===== config.mk =====
export PLATFORM = sky130hd
export DESIGN_NAME = irq_ctl7
export DESIGN_NICKNAME = d
export VERILOG_FILES = /design/src/rtl/irq_ctl7.sv
export SDC_FILE = /design/constraint.sdc
export NUM_CORES = 1
export LEC_CHECK = 0
export ABC_AREA = 1
export ABC_CLOCK_PERIOD_IN_PS = 6100
export BUFFER_PORTS_ARGS = -buffer_cell sky130_fd_sc_hd__buf_4
export CELL_PAD_IN_SITES_DETAIL_PLACEMENT = 0
export CELL_PAD_IN_SITES_GLOBAL_PLACEMENT = 1
export CORE_ASPECT_RATIO = 1.5
export CORE_MARGIN = 4
export CORE_UTILIZATION = 37
export DETAILED_ROUTE_END_ITERATION = 8
export MAX_ROUTING_LAYER = met4
export PLACE_DENSITY = 0.91
export SYNTH_ARGS = -nofsm -noshare
export SYNTH_HDL_FRONTEND = slang
export SYNTH_SLANG_ARGS = --single-unit

===== constraint.sdc =====
create_clock -name clk -period 6.1 [get_ports clk]
set_input_delay 0.915 -clock clk [delete_from_list [all_inputs] [get_ports clk]]
set_output_delay 0.915 -clock clk [all_outputs]
set_load 0.02 [all_outputs]

===== src/rtl/irq_ctl7.sv =====
module irq_ctl7 (
  input  logic       clk,
  input  logic       rst_n,
  input  logic [3:0] ext_n,
  input  logic [1:0] std_it,
  input  logic [4:0] std_en,
  input  logic [4:0] std_pri,
  input  logic       gie,
  input  logic       tmr0_evt,
  input  logic       tmr1_evt,
  input  logic       ser_flag,
  input  logic       xw_byte,
  input  logic [7:0] xw_data,
  input  logic       xw_bit,
  input  logic [2:0] xw_idx,
  input  logic       xw_val,
  output logic [7:0] xctl_rd,
  input  logic       ack,
  input  logic       reti,
  output logic       irq_req,
  output logic [7:0] irq_vec,
  output logic       wake
);

  logic [3:0] pin_q, pin_qq, edge_f, edge_n, trig, fall, ext_flag, ext_ack;
  logic [3:0] ie_we, ie_wv;
  logic [1:0] tmr_f;
  logic [7:0] xreg;
  logic       isv_hi, isv_lo;
  logic [6:0] pend, en7, pri7, elig, hi_c, lo_c, cand;
  logic       sel_hi, sel_lo, ack_hit;
  logic [2:0] win, slot;
  logic       bit_wr;

  // sampling and trigger selection
  always_ff @(posedge clk or negedge rst_n)
    if (!rst_n) begin
      pin_q  <= 4'hF;
      pin_qq <= 4'hF;
    end else begin
      pin_q  <= ext_n;
      pin_qq <= pin_q;
    end

  assign trig     = {xreg[4], xreg[0], std_it};
  assign fall     = pin_qq & ~pin_q;
  assign ext_flag = (trig & edge_f) | (~trig & ~pin_q);

  // arbitration
  assign pend = {ext_flag[3], ext_flag[2], ser_flag, tmr_f[1], ext_flag[1], tmr_f[0], ext_flag[0]};
  assign en7  = {xreg[6], xreg[2], std_en};
  assign pri7 = {xreg[7], xreg[3], std_pri};
  assign elig = pend & en7 & {7{gie}};
  assign hi_c = elig & pri7;
  assign lo_c = elig & ~pri7;

  assign sel_hi = !isv_hi && (|hi_c);
  assign sel_lo = !isv_hi && !isv_lo && !(|hi_c) && (|lo_c);
  assign cand   = sel_hi ? hi_c : lo_c;

  always_comb begin
    win = 3'd0;
    for (int k = 6; k >= 0; k--)
      if (cand[k]) win = 3'(k);
  end

  assign slot    = (win < 3'd5) ? win : win + 3'd1;
  assign irq_req = sel_hi | sel_lo;
  assign irq_vec = irq_req ? {2'b00, slot, 3'b011} : 8'h00;
  assign wake    = irq_req;
  assign ack_hit = ack & irq_req;

  // flag maintenance
  assign ext_ack = {ack_hit && win == 3'd6, ack_hit && win == 3'd5,
                    ack_hit && win == 3'd2, ack_hit && win == 3'd0};
  assign bit_wr  = xw_bit && !xw_byte;
  assign ie_we   = {xw_byte || (bit_wr && xw_idx == 3'd5),
                    xw_byte || (bit_wr && xw_idx == 3'd1), 2'b00};
  assign ie_wv   = {xw_byte ? xw_data[5] : xw_val,
                    xw_byte ? xw_data[1] : xw_val, 2'b00};

  always_comb begin
    for (int i = 0; i < 4; i++) begin
      edge_n[i] = edge_f[i];
      if (ie_we[i])   edge_n[i] = ie_wv[i];
      if (ext_ack[i]) edge_n[i] = 1'b0;
      if (fall[i])    edge_n[i] = 1'b1;
      if (!trig[i])   edge_n[i] = 1'b0;
    end
  end

  always_ff @(posedge clk or negedge rst_n)
    if (!rst_n) begin
      edge_f <= 4'h0;
      tmr_f  <= 2'b00;
    end else begin
      edge_f <= edge_n;
      if (ack_hit && win == 3'd1) tmr_f[0] <= 1'b0;
      if (tmr0_evt)               tmr_f[0] <= 1'b1;
      if (ack_hit && win == 3'd3) tmr_f[1] <= 1'b0;
      if (tmr1_evt)               tmr_f[1] <= 1'b1;
    end

  // control register
  always_ff @(posedge clk or negedge rst_n)
    if (!rst_n)
      xreg <= 8'h00;
    else if (xw_byte)
      xreg <= xw_data & 8'hDD;
    else if (bit_wr && xw_idx != 3'd1 && xw_idx != 3'd5)
      xreg[xw_idx] <= xw_val;

  assign xctl_rd = {xreg[7:6], ext_flag[3], xreg[4:2], ext_flag[2], xreg[0]};

  // in-service tracking
  always_ff @(posedge clk or negedge rst_n)
    if (!rst_n) begin
      isv_hi <= 1'b0;
      isv_lo <= 1'b0;
    end else begin
      if (reti) begin
        if (isv_hi) isv_hi <= 1'b0;
        else        isv_lo <= 1'b0;
      end
      if (ack_hit) begin
        if (sel_hi) isv_hi <= 1'b1;
        else        isv_lo <= 1'b1;
      end
    end

  p_vec_shape_r1: assert property (@(posedge clk) disable iff (!rst_n)
    irq_req |-> (irq_vec[2:0] == 3'b011 && irq_vec[7:6] == 2'b00 && irq_vec[5:3] != 3'd5));

  p_gie_gates_r9: assert property (@(posedge clk) disable iff (!rst_n)
    !gie |-> !irq_req);

  p_hi_blocks_r7: assert property (@(posedge clk) disable iff (!rst_n)
    isv_hi |-> !irq_req);

  p_reti_hi_r8: assert property (@(posedge clk) disable iff (!rst_n)
    (reti && isv_hi) |=> !isv_hi);

  p_ack_sets_level_r7: assert property (@(posedge clk) disable iff (!rst_n)
    (ack_hit && !reti) |=> (isv_hi || isv_lo));

  p_edge_clear_r5: assert property (@(posedge clk) disable iff (!rst_n)
    (ack_hit && win == 3'd5 && trig[2] && !fall[2] && !ie_we[2]) |=> !edge_f[2]);

endmodule


-- Word-level counts from Yosys, hierarchy flattened
Index checks and enable logic that the tools add are counted.
- $add $sub $neg: 1
- magnitude comparators: 3
- eq/ne operators: 13
- multiplexer cells: 42
- bitwise operators: 13
- reductions and logical operators: 28
- operator list (operator ; number):
    $and 7x7->7 ; 4
    $mux 1 ; 28
    $mux 3 ; 8
    $logic_and 1x1->1 ; 16
    $mux 8 ; 2
    $reduce_or 7->1 ; 2
    $and 4x4->4 ; 3
    $eq 3x3->1 const B ; 3
    $ne 3x1->1 const B ; 3
    $bwmux 8 ; 1
    $ne 4x4->1 const B ; 2
    $not 4->4 ; 2
    $mux 7 ; 1
    $not 7->7 ; 1
    $eq 3x1->1 const B ; 2
    $eq 3x2->1 const B ; 2
    $mux 6 ; 1
    $reduce_bool 2->1 ; 3
    $logic_not 1->1 ; 4
    $lt 3x4->1 const B ; 1
    $or 4x4->4 ; 1
    $add 3x1->3 const B ; 1
    $demux 1 s3 ; 1
    $ge 3x1->1 const B ; 1
    6 further kinds ; 7
- bits in registers: 24
- input bits: 38
- output and inout port bits: 18
- logic and storage cells: 111

-- Logic depth before layout (Yosys ltp)
Gate-level depths: netlist of the first run.
- depth in word-level cells: 21
- mapped depth: 24

-- Worst setup path before layout of the first run
Ideal clock, no wire load.
- path kind: input-to-output
- start point: input gie
- end point: output irq_vec[5]
- arrival: 2849 ps
- required time: 5185 ps
- path slack: 2336 ps
- stages on the path: 18
- buffers on the path: 1
- cell sequence: buf_6 nand2_1 inv_2 nand3_2 nand2_1 nor2_2 nand2_4 nand2_4 nand2_1 nand2_1 nor2_1 nand2_1 nand2_1 nand2_1 inv_1 ha_1 ha_1 a21oi_1
- longest elaborated chain between the ends: 15
- elaborated cells on any way between the ends: 22
- RTL lines (element ; RTL line ; source):
    start, declared ; 8 ; input logic gie,
    $and 7x7->7 * ; 53 ; assign elig = pend & en7 & {7{gie}};
    $and 7x7->7 ; 54 ; assign hi_c = elig & pri7;
    $reduce_or 7->1 ; 57, 58 ;
    $logic_and 1x1->1 ; 57 ; assign sel_hi = !isv_hi && (|hi_c);
    $mux 7 ; 59 ; assign cand = sel_hi ? hi_c : lo_c;
    $mux 3 (7 in series) ; 64 ; if (cand[k]) win = 3'(k);
    $add 3x1->3 or $lt 3x3->1 (tied branches) ; 67 ; assign slot = (win < 3'd5) ? win : win + 3'd1;
    $mux 3 ; 67 ;
    $mux 6 * ; 69 ; assign irq_vec = irq_req ? {2'b00, slot, 3'b011} : 8'h00;
    end, declared ; 21 ; output logic [7:0] irq_vec,
Mark *: on every way between the ends. The rest lies on a longest branch, timed or not.

-- Worst setup path after layout of the first run
- start point: input std_it[1]
- end point: output irq_vec[5]
- longest elaborated chain between the ends: 19
- elaborated cells on any way between the ends: 27
- RTL lines (element ; RTL line ; source):
    start, declared ; 5 ; input logic [1:0] std_it,
    $not 4->4 ; 47 ; assign ext_flag = (trig & edge_f) | (~trig & ~pin_q);
    $and 4x4->4 ; 47 ;
    $or 4x4->4 * ; 47 ;
    $and 7x7->7 * (2 in series) ; 53 ;
    $and 7x7->7 ; 54 ;
    $reduce_or 7->1 ; 57, 58 ;
    $logic_and 1x1->1 ; 57 ;
    $mux 7 ; 59 ;
    $mux 3 (7 in series) ; 64 ;
    $add 3x1->3 or $lt 3x3->1 (tied branches) ; 67 ;
    $mux 3 ; 67 ;
    $mux 6 * ; 69 ;
Marked as above.

==> results of run 1 <==
## layer usage
| metal | vias up | track usage (%) | share of wire, % |
|---|---|---|---|
| met5 | - | - | 0 |
| met4 | 0 | 5.71 | 1.6 |
| met3 | 4 | 2.00 | 4.5 |
| met2 | 39 | 28.0 | 55 |
| met1 | 725 | 15.3 | 39 |
| li1 | 834 | - | - |
## path summary, 6_finish.rpt
path,from,end,cells after the start
max,std_it[1],irq_vec[5],19
min,pin_q[0],pin_qq[0],0
max reg2reg,pin_q[2],edge_f[2],22
min reg2reg,pin_q[0],pin_qq[0],0
max in group asynchronous,rst_n,pin_qq[2],1
min in group asynchronous,rst_n,edge_f[0],1
## critical path: cells and delay by family
family	cells	cell delay, ns
simple gates	11	1.00
fa+ha+maj	2	0.45
buf+inv	4	0.40
compound gates	2	0.29
## layout make-up
type	count	share of cell area, %
Timing Repair Buffer	52	18.4
Inverter	34	6.01
Sequential cell	22	26.4
Tap cell	46	2.71
Multi-Input combinational cell	173	43.1
Clock inverter	1	1.41
Clock buffer	3	1.94
## logic make-up after synthesis
logic type / Yosys count / synth area share [%]
AO/OA/AOI/OAI: 23 / 9.37
adder cells (fa/ha/maj): 5 / 3.78
buffers and inverters: 42 / 11.3
flip-flops: 22 / 33.8
other: 1 / 0.226
AND/OR/NAND/NOR: 142 / 41.5
## stage by stage
stage                     worst slack (ns)  instances  util (%)  hold WS (ns)
after floorplan                       2.34        237         -         0.358
after global placement                2.14        327      47.9         0.363
after detailed placement              2.12        327      47.9         0.367
after CTS                             2.11        331      49.6         0.379
after global routing                  1.89        331      49.6         0.389
final                                 2.12        331      49.6         0.378
## flip-flops by register name (all words and copies together), names as in the netlist
signal	cells
isv_hi	1
tmr_f	2
pin_qq	4
edge_f	4
isv_lo	1
xreg	6
pin_q	4
## power groups by stage
stage          logic [mW]  clock network [mW]  registers, mW
6_report            0.182               0.135          0.172
5_1_grt             0.202               0.145          0.174
4_1_cts             0.184               0.138          0.172
3_5_place_dp        0.184                   0          0.175
3_3_place_gp        0.183                   0          0.175
2_1_floorplan       0.119                   0          0.177
## cells in the mapped netlist (all sizes together)
| library cell | count |
|---|---|
| o311ai | 1 |
| conb | 1 |
| a21boi | 1 |
| nor2 | 25 |
| a32o | 1 |
| a21oi | 4 |
| nand3b | 6 |
| a21o | 2 |
| inv | 33 |
| ha | 5 |
| nand2 | 86 |
| nor3 | 2 |
| a211oi | 1 |
| o211ai | 5 |
| buf | 7 |
| o22ai | 1 |
| dfstp | 8 |
| nand4 | 6 |
| o21ai | 7 |
| or2 | 4 |
| nand3 | 13 |
| dfrtp | 14 |
| clkbuf | 1 |
| clkinv | 1 |
==> flow_metrics.env, run 1 <==
export IMPL_antenna_found_initial=0
export IMPL_skew_ns=0.00360
export IMPL_r2r_slack_ns=3.55
export IMPL_nFillCells=441
export IMPL_setup_tns_ns=0
export IMPL_placement_cell_area_sq_mm=0.00205
export IMPL_crit_top_cell="nand2_1"
export IMPL_synth_area_sq_mm=0.00166
export IMPL_synth_seq_cells=22
export IMPL_gr_total_overflow=0
export IMPL_cp_max_fo=10
export IMPL_ys_seq_area_share_pct=33.8
export IMPL_status="complete, no violations"
export IMPL_syn_inst=235
export IMPL_core_sq_mm=0.00428
export IMPL_cts_buffers=3
export IMPL_cp_slowest_cell="ha_1"
export IMPL_fmax_mhz=251
export IMPL_critical_path_arrival_ns=3.06
export IMPL_grt_pass1_wl_um=6680
export IMPL_finish_instance_area_sq_mm=0.00212
export IMPL_ys_types=34
export IMPL_dp_hpwl_um=3370
export IMPL_swShare_pct=34.4
export IMPL_ys_warn_count=0
export IMPL_drc=0
export IMPL_clock_sinks=22
export IMPL_portBuffers=52
export IMPL_leakage_nw=1.13
export IMPL_cts_resized=0
export IMPL_track_usage_pct=14.9
export IMPL_cp_cell_sequence="buf_4 > o21ai_1 > nand3_1 > nand2_1 > inv_2 > nand2_4 > nand2_4 > nand2_1 > nand2_1 > nand2_1 > nand2_1 > nand2_1 > nand2_1 > nand2_1 > inv_1 > ha_1 > ha_1 > a21oi_1 > buf_4"
export IMPL_routed_via_density=4.84
export IMPL_power_internal_uw=321
export IMPL_final_cell_mix="73 x nand2_1, 52 x buf_4, 27 x inv_1, 21 x nor2_1, 14 x dfrtp_1"
export IMPL_clk_pin_slew_worst_paths_ns=0.08
export IMPL_n_antenna_cell=0
export IMPL_grt_pass1_vias=1540
export IMPL_cp_end_kind="output port"
export IMPL_finalNetCount=329
export IMPL_mostFrequentLayoutCell="nand2_1"
export IMPL_power_uw=489
export IMPL_cap_violations=0
export IMPL_rsz0062_at_grt="false"
export IMPL_p_comb_share_pct=37.2
export IMPL_fin_crit_sh_pct=65.2
export IMPL_clkPwrFrac_pct=27.6
export IMPL_gp_congestion=0.807
export IMPL_num_io_pins=56
export IMPL_wirelength_um=3950
export IMPL_setup_violations=0
export IMPL_ant_nets=0
export IMPL_report_final_slew_viol_count=0
export IMPL_max_clock_path_buffers=2
export IMPL_path_class="in2out"
export IMPL_synth_top_area_share_pct=21.1
export IMPL_period_needed_ns=3.98
export IMPL_worstPathRequired_ns=5.18
export IMPL_p_seq_share_pct=35.2
export IMPL_hold_violations=0
export IMPL_multi_input_area_sq_um=916
export IMPL_insertion_delay_ns=0.26
export IMPL_vdd_ir_drop_worst_mv=0.133
export IMPL_post_cts_buffers=0
export IMPL_p_switching_uw=168
export IMPL_crit_path_start_kind="primary input"
export IMPL_h_tree_depth=1
export IMPL_cts_hold_buf=0
export IMPL_cts_root_buf="clkbuf_8"
export IMPL_start_util_pct=38.7
export IMPL_tritoncts="built"
export IMPL_vias=1602
export IMPL_min_path_type="reg2reg"
export IMPL_synthTopCellsByArea="dfrtp_1 21%, nand2_1 17%, dfstp_2 13%"
export IMPL_syn_area_per_cell_sq_um=7.05
export IMPL_yosysTopAreaCell="dfrtp_1"
export IMPL_initialDrtViolationCount=62
export IMPL_syn_to_final_growth_pct=28.2
export IMPL_row_count=29
export IMPL_power_density_mw_per_mm2=230
export IMPL_die_y_um=90.0
export IMPL_seqCellArea_sq_um=561
export IMPL_drive_gt1_share_pct=33.7
export IMPL_first_pass_iters=6
export IMPL_die_area_sq_mm=0.00563
export IMPL_grt_max_degree=23
export IMPL_die_w_um=62.6
export IMPL_avgRoutedWirePerCell_um=11.9
export IMPL_max_stage_delay_ns=0.26
Note: power is estimated with default switching activity, not from simulation.
==> run 2, diff against run 1 <==
- ABC_CLOCK_PERIOD_IN_PS: 6100 -> 4000
- CORE_UTILIZATION: 37 -> 35
- PLACE_DENSITY: 0.91 -> 0.87
- clock period: 6.1 -> 4 ns (I/O delays scaled with it)
==> flow_metrics.env, run 2 (synthesis gave the netlist of run 1 again) <==
export IMPL_grt_pass1_vias=1763
export IMPL_cts_hold_buf=0
export IMPL_busiest_layer="met2"
export IMPL_hold_violations=0
export IMPL_place_ws_ns=0.631
export IMPL_report_final_slew_viol_count=0
export IMPL_num_io_pins=56
export IMPL_setup_tns_ns=0
export IMPL_gp_congestion=0.900
export IMPL_dp_hpwl_um=3560
export IMPL_placedCellCount=345
export IMPL_clock_sinks=22
export IMPL_min_path_type="in2async"
export IMPL_routed_via_density=4.67
export IMPL_period_needed_ns=3.37
export IMPL_max_stage_delay_ns=0.43
export IMPL_skew_ns=0.00278
export IMPL_n_antenna_cell=0
export IMPL_avgRoutedWirePerCell_um=11.9
export IMPL_mostFrequentLayoutCell="nand2_1"
export IMPL_die_y_um=92.3
export IMPL_largest_reg_flops=6
export IMPL_syn_to_final_growth_pct=28.5
export IMPL_power_density_mw_per_mm2=327
export IMPL_status="complete, no violations"
export IMPL_core_sq_mm=0.00454
export IMPL_cts_root_buf="clkbuf_8"
export IMPL_path_class="reg2out"
export IMPL_leakage_nw=1.12
export IMPL_critical_path_arrival_ns=2.77
export IMPL_startpoint="xreg[0]"
export IMPL_rsz0062_at_grt="false"
export IMPL_p_seq_share_pct=37.8
export IMPL_power_uw=696
export IMPL_vdd_ir_drop_worst_mv=0.167
export IMPL_max_clock_path_buffers=2
export IMPL_final_cell_mix="73 x nand2_1, 52 x buf_4, 27 x inv_1, 21 x nor2_1, 14 x dfrtp_1"
export IMPL_nFillCells=491
export IMPL_antenna_found_initial=0
export IMPL_cap_violations=0
export IMPL_die_area_sq_mm=0.00592
export IMPL_gr_usage_met2_pct=29.9
export IMPL_regMostFlops="xreg"
export IMPL_clk_pin_slew_worst_paths_ns=0.08
export IMPL_fin_cells=349
export IMPL_fmax_mhz=297
export IMPL_cp_slowest_cell="dfrtp_1"
export IMPL_finalNetCount=329
export IMPL_worstPathRequired_ns=3.40
export IMPL_setup_violations=0
export IMPL_grt_max_degree=23
export IMPL_crit_reg2reg_launch="pin_q[2]"
export IMPL_initialDrtViolationCount=33
export IMPL_clkPwrFrac_pct=22.6
export IMPL_global_route_usage_met3_pct=2.21
export IMPL_p_switching_uw=253
export IMPL_seqCellArea_sq_um=561
export IMPL_start_util_pct=36.5
export IMPL_hold_ws_ns=0.218
export IMPL_ant_nets=0
export IMPL_row_count=30
export IMPL_wirelength_um=4160
export IMPL_portBuffers=52
export IMPL_multi_input_area_sq_um=916
export IMPL_cts_resized=0
export IMPL_crit_top_cell="nand2_1"
export IMPL_cp_end_kind="output port"
export IMPL_track_usage_pct=15.8
export IMPL_p_comb_share_pct=39.6
export IMPL_drive_gt1_share_pct=33.7
export IMPL_insertion_delay_ns=0.26
export IMPL_placement_cell_area_sq_mm=0.00207
export IMPL_crit_path_start_kind="flop"
export IMPL_first_pass_iters=4
export IMPL_setup_ws_ns=0.635
export IMPL_die_w_um=64.2
export IMPL_h_tree_depth=1
export IMPL_grt_pass1_wl_um=7200
export IMPL_tritoncts="built"
export IMPL_cp_cell_sequence="o21ai_2 > nand3_2 > nand2_1 > nor2_2 > nand2_4 > nand2_4 > nand2_1 > nand2_1 > nand2_1 > nand2_1 > nand2_1 > nand2_1 > nand2_1 > inv_1 > ha_1 > ha_1 > a21oi_1 > buf_4"
export IMPL_gr_total_overflow=0
export IMPL_swShare_pct=36.4
export IMPL_vias=1629
export IMPL_drc=0
export IMPL_finish_instance_area_sq_mm=0.00213
export IMPL_post_cts_buffers=0
export IMPL_cp_max_fo=10
export IMPL_cts_buffers=3
export IMPL_utilization_pct=46.9
export IMPL_grtUsageMet1_pct=14.5
export IMPL_power_internal_uw=443
export IMPL_fin_crit_sh_pct=84.1
## run 2: cell types whose count changed in the layout (fill, tap and decap cells not counted)
cell	before	now
bufinv_16	1	0
clkbuf_8	3	4
## run 2: worst paths after layout
kind,end,cells after the start,slack [ns]
max in group asynchronous,pin_qq[3],1,3.50
hold reg to reg,pin_qq[0],0,0.38
min in group clk,pin_qq[0],0,0.38
setup / recovery,irq_vec[5],18,0.63
setup reg to reg,edge_f[2],22,1.50
hold / removal,xreg[2],1,0.22
## run 2: routing by layer
metal,vias to the layer above,routed length (um)
met1,733,1570
met4,0,167
met3,10,174
met5,-,0
li1,839,-
met2,47,2250
## run 2: power groups by stage
stage	clock, mW	sequential [mW]	combinational [mW]
floorplan	0	0.270	0.182
global placement	0	0.267	0.278
detailed placement	0	0.267	0.279
CTS	0.164	0.263	0.280
global route	0.172	0.266	0.310
finish	0.158	0.263	0.275
## run 2: layout make-up
type / instances / share of cell area, %
Clock buffer: 4 / 2.59
Inverter: 34 / 5.99
Multi-Input combinational cell: 173 / 43.0
Sequential cell: 22 / 26.3
Tap cell: 64 / 3.76
Timing Repair Buffer: 52 / 18.3
## run 2: worst max-delay path, delay by kind of cell (launching register included)
family          cells  cell delay (ns)
fa+ha+maj           2             0.46
flops               1             0.43
buf+inv             2             0.25
compound gates      2             0.40
simple gates       12             0.96
